## src/rtl/casc_count.sv

```systemverilog
module casc_count #(
  parameter int STAGES  = 1,
  parameter int MODULUS = 0,
  localparam int W      = 4 * STAGES
) (
  input  logic         clk,
  input  logic         clr_n,
  input  logic         load_n,
  input  logic         cnt_en,
  input  logic         carry_en,
  input  logic [W-1:0] din,
  output logic [W-1:0] q,
  output logic         tc
);

  logic              clr_eff;
  logic [STAGES:0]   cet;
  logic [STAGES-1:0] tcs;

  assign cet[0] = carry_en;

  for (genvar i = 0; i < STAGES; i++) begin : g_stage
    logic [3:0] qs;

    always_ff @(posedge clk) begin
      if (!clr_eff)                qs <= 4'd0;
      else if (!load_n)            qs <= din[4*i +: 4];
      else if (cnt_en && cet[i])   qs <= qs + 4'd1;
    end

    assign tcs[i]     = cet[i] & (&qs);
    assign cet[i+1]   = tcs[i];
    assign q[4*i +: 4] = qs;
  end

  assign tc = tcs[STAGES-1];

  logic started = 1'b0;
  always_ff @(posedge clk) started <= 1'b1;

  if (MODULUS > 0) begin : g_mod
    localparam logic [W-1:0] LAST = W'(MODULUS - 1);
    assign clr_eff = clr_n & (q != LAST);

    a_r8_mod_wrap: assert property (@(posedge clk) disable iff (!started)
      q == LAST |=> q == '0);
  end else begin : g_nomod
    assign clr_eff = clr_n;
  end

  a_r1_clear: assert property (@(posedge clk) disable iff (!started)
    !clr_n |=> q == '0);

  a_r2_load: assert property (@(posedge clk) disable iff (!started)
    clr_eff && !load_n |=> q == $past(din));

  a_r3_count: assert property (@(posedge clk) disable iff (!started)
    clr_eff && load_n && cnt_en && carry_en |=> q == $past(q) + W'(1));

  a_r4_hold: assert property (@(posedge clk) disable iff (!started)
    clr_eff && load_n && !(cnt_en && carry_en) |=> $stable(q));

  a_r5_tc: assert property (@(posedge clk) disable iff (!started)
    tc == (carry_en && (&q)));

endmodule

```

## config.mk

```make
export PLATFORM = sky130hd
export DESIGN_NAME = casc_count
export DESIGN_NICKNAME = d
export VERILOG_FILES = /design/src/rtl/casc_count.sv
export SDC_FILE = /design/constraint.sdc
export NUM_CORES = 1
export LEC_CHECK = 0
export ABC_CLOCK_PERIOD_IN_PS = 2150
export CORE_AREA = 3 3 40 42
export DETAILED_ROUTE_END_ITERATION = 10
export DIE_AREA = 0 0 43 45
export SLEW_MARGIN = 5
export SYNTH_ARGS = -nofsm -noshare
export SYNTH_HDL_FRONTEND = slang
export SYNTH_SLANG_ARGS = --single-unit
```

## constraint.sdc

```tcl
create_clock -name clk -period 2.15 [get_ports clk]
set_input_delay 0.3225 -clock clk [delete_from_list [all_inputs] [get_ports clk]]
set_output_delay 0.3225 -clock clk [all_outputs]
set_load 0.02 [all_outputs]
```

# --- Word level (Yosys, flattened, before mapping) ---
# Cells that the tools add are included.
classes:
  addsub: 1
  eq_ne: 1
  mux: 2
  bitwise_logic: 1
  reduce_logical: 2
op_table:
  columns: ["cell", "count"]
  rows:
  - ["$mux 4", 2]
  - ["$add 4x1->4 const B", 1]
  - ["$reduce_and 4->1", 1]
  - ["$ne 2x1->1 const B", 1]
  - ["$and 1x1->1", 1]
  - ["$logic_and 1x1->1", 1]
word_totals:
  register_bits: 4
  in_bits: 9
  output_inout_bits: 5
  word_cells: 8

# --- Longest topological paths before layout ---
logic_depth:
  depth_word: 3
  mapped_depth: 4
  mapped_depth_nobuf: 4

# --- Worst setup path after synthesis ---
# OpenSTA, ideal clock, no wires.
synth_timing:
  kind: "register to output"
  start: "register g_stage[0].qs[0] (netlist: q[0])"
  end: "output port tc"
  arrival_ns: 0.956
  required_ns: 1.827
  setup_slack_ns: 0.871
  stages_incl_launch_ff: 3
  path_buffers: 0
  cell_sequence: "dfxtp_1 -> ha_1 -> and4_2"
synth_between:
  elab_chain_cells: 2
synth_lines:
  columns: ["element", "line", "source"]
  rows:
  - ["start, declared", "23", "logic [3:0] qs;"]
  - ["start signal, assigned", "27", "else if (!load_n) qs <= din[4*i +: 4];"]
  - ["start signal, assigned", "28", "else if (cnt_en && cet[i]) qs <= qs + 4'd1;"]
  - ["$reduce_and 4->1", "31", "assign tcs[i] = cet[i] & (&qs);"]
  - ["$and 1x1->1", "31", null]
  - ["end, declared", "13", "output logic tc"]
# Every way passes these cells.

# --- Final worst setup path ---
# Same ends and word-level chain as after synthesis.

==> impl_metrics.json <==
{
  "via_per_inst": 4.482,
  "path_cells": "ha_1, and4_2, clkdlybuf4s50_1",
  "cts.sinks": 4,
  "cts_buffers": 3,
  "crit_cells": 3,
  "crit_type": "reg -> out",
  "ant_nets": 0,
  "cts_tree": "done",
  "final_nets": 53,
  "maxCapViolCount": 0,
  "core_sq_mm": 0.001285,
  "internal_power_uw": 172.9,
  "clk_pin_slew_worst_paths_ns": 0.04,
  "worst_setup_path_end_kind": "output port",
  "clockBufferDepth": 2,
  "ios": 14,
  "postPlaceCellArea_sq_um": 361.6,
  "reg2regPathDepth": 3,
  "fmax_mhz": 517.7,
  "period_minus_slack_ns": 1.932,
  "wl_per_cell_um": 10.27,
  "drc_errors": 0,
  "p_sw_frac": 0.2595,
  "rsz0062_at_grt": "no",
  "grt_pass1_wl_um": 979,
  "cts_root_buf": "clkbuf_4",
  "yosysWarnings": 0,
  "synth_seq_area_share": 0.3902,
  "gp_congestion": 0.7018,
  "drt_iter0_drc": 2,
  "largest_reg_flops": 4,
  "num_rows": 13,
  "finalCritPeriodShare": 0.8985,
  "yosys.area.top_type": "dfxtp_1",
  "synthesis.nets": 34,
  "grt.total_usage": 0.07571,
  "antennaDiodeCount": 0,
  "tightest_slew_ns": 0.2493,
  "min_path_type": "reg -> reg",
  "avgSynthCellArea_sq_um": 8.550,
  "hold_buffers": 0,
  "clk_latency_ns": 0.24,
  "finalWirelength_um": 575,
  "htree_levels": 1,
  "start_kind": "flip-flop",
  "p_total_uw": 233.5,
  "p_comb_frac": 0.221,
  "arrival_ns": 1.61,
  "status": "completed",
  "ys_top_cells_by_area": "dfxtp_1, xor2_1, nand3_1, o21ai_0, ha_1",
  "slew_headroom": 0.8333,
  "synth_edf_count": 0,
  "p_leak_nw": 0.1451,
  "grt_pass1_vias": 227,
  "nFillCells": 145,
  "synthFlopType": "dfxtp_1",
  "path_buf_inv": 1,
  "syn_inst": 24,
  "initial_core_util": 0.1597,
  "power_frac_seq": 0.370,
  "die_area_sq_mm": 0.001935,
  "design_area_sq_um": 384.1,
  "synth.top_cell.area_share": 0.3902,
  "maxSlewViolCount": 0,
  "power.density_mw_per_mm2": 607.9,
  "area_growth_pct": 87.19,
  "final_core_util": 0.2989,
  "io_buffers": 13,
  "firstDrtPassIters": 4,
  "max-vdd-ir-drop_mv": 0.2861,
  "reg2reg_setup_slack_ns": 1.11,
  "cts_resized": 0,
  "max_stage_delay_ns": 0.59,
  "layout-drive-gt1-share": 0.1463,
  "setup_tns_ns": 0,
  "min_path_cells": 2,
  "cp_top_family": "buffers and inverters",
  "slowest_stage": "clkdlybuf4s50_1",
  "grt_start_max_net_pins": 9,
  "netSwitchingPower_uw": 60.59,
  "clockPowerShare": 0.409,
  "cp_max_fo": 4,
  "ys_top_cells_by_count": "dfxtp_1, nand3_1, o21ai_0",
  "fin_worst_skew_ns": 0.003863,
  "min_from": "q[3]",
  "synth_cell_type_count": 15,
  "finalHoldViolCount": 0,
  "synthMostInstantiatedCell": "dfxtp_1",
  "synth_seq_cells": 4,
  "via_count": 251,
  "antenna_found_initial": 0,
  "rr_startpoint": "q[0]",
  "die_w_um": 43,
  "hold_path_end": "q[3]",
  "setup_viol": 0,
  "crit_required_ns": 1.83,
  "postCtsSetupRepairBufs": 0,
  "async_flop_share": 0,
  "synthesis.area_sq_um": 205.2,
  "grt-ovfl-total": 0,
  "chipHeight_um": 45,
  "timing.rr.end": "q[3]"
}
## worst max-delay path by stage
stage	slack, ns	endpoint	startpoint
3_5_place_dp	0.23	tc	carry_en
6_report	0.22	tc	q[0]
4_1_cts	0.20	tc	q[0]
3_3_place_gp	0.23	tc	carry_en
5_1_grt	0.11	tc	q[0]
2_1_floorplan	0.87	tc	q[0]
## through the flow
step | setup slack, ns | hold WS, ns | cells
after floorplan | 0.8715 | 0.4119 | 24
after global placement | 0.2323 | 0.5059 | 53
after detailed placement | 0.2285 | 0.5193 | 53
after CTS | 0.1979 | 0.5266 | 56
after global routing | 0.1053 | 0.5566 | 56
final | 0.2183 | 0.5261 | 56
## power by group through the flow
stage	combinational, mW	sequential [mW]	clock [mW]
2_1_floorplan	0.0123	0.0936	0
3_3_place_gp	0.0512	0.0876	0
3_5_place_dp	0.0519	0.0877	0
4_1_cts	0.0522	0.0865	0.101
5_1_grt	0.0558	0.0878	0.109
6_report	0.0516	0.0865	0.0954
## cell usage in the layout, fill, tap and decap left out, drive strengths merged
cell and instances:
clkdlybuf4s50 13, dfxtp 4, nand3 3, o21ai 3, clkbuf 3, xor2 2
nor2 2, nand2 2, and4 1, or3 1, a31oi 1, inv 1
a211oi 1, a21oi 1, a311oi 1, ha 1, buf 1
## worst register-to-register path, delay by kind of cell, from the launching register on
kind             cells  cell delay (ns)
flip-flops           1             0.39
AO/OA/AOI/OAI        1             0.15
AND/OR/NAND/NOR      2             0.42
## routing by layer
metal	GRT usage	wire [um]
met1	0.07692	235
met2	0.09880	244
met3	0.09163	95
met4	0.01807	0
met5	0	0
## cell type report
type / count / area [sq um] / share of cell area
Tap cell: 15 / 18.77 / 0.04886
Inverter: 1 / 3.754 / 0.009772
Clock buffer: 3 / 22.52 / 0.05863
Sequential cell: 4 / 80.08 / 0.2085
Timing Repair Buffer: 14 / 137.6 / 0.3583
Multi-Input combinational cell: 19 / 121.4 / 0.3160
## kinds of logic after synthesis
group / share of synthesized area
flip-flops: 0.3903
AND/OR/NAND/NOR: 0.2378
adder cells (fa/ha/maj): 0.06097
buffers and inverters: 0.01828
XOR/XNOR: 0.08538
AO/OA/AOI/OAI: 0.2073
(Power assumes the default switching activity.)
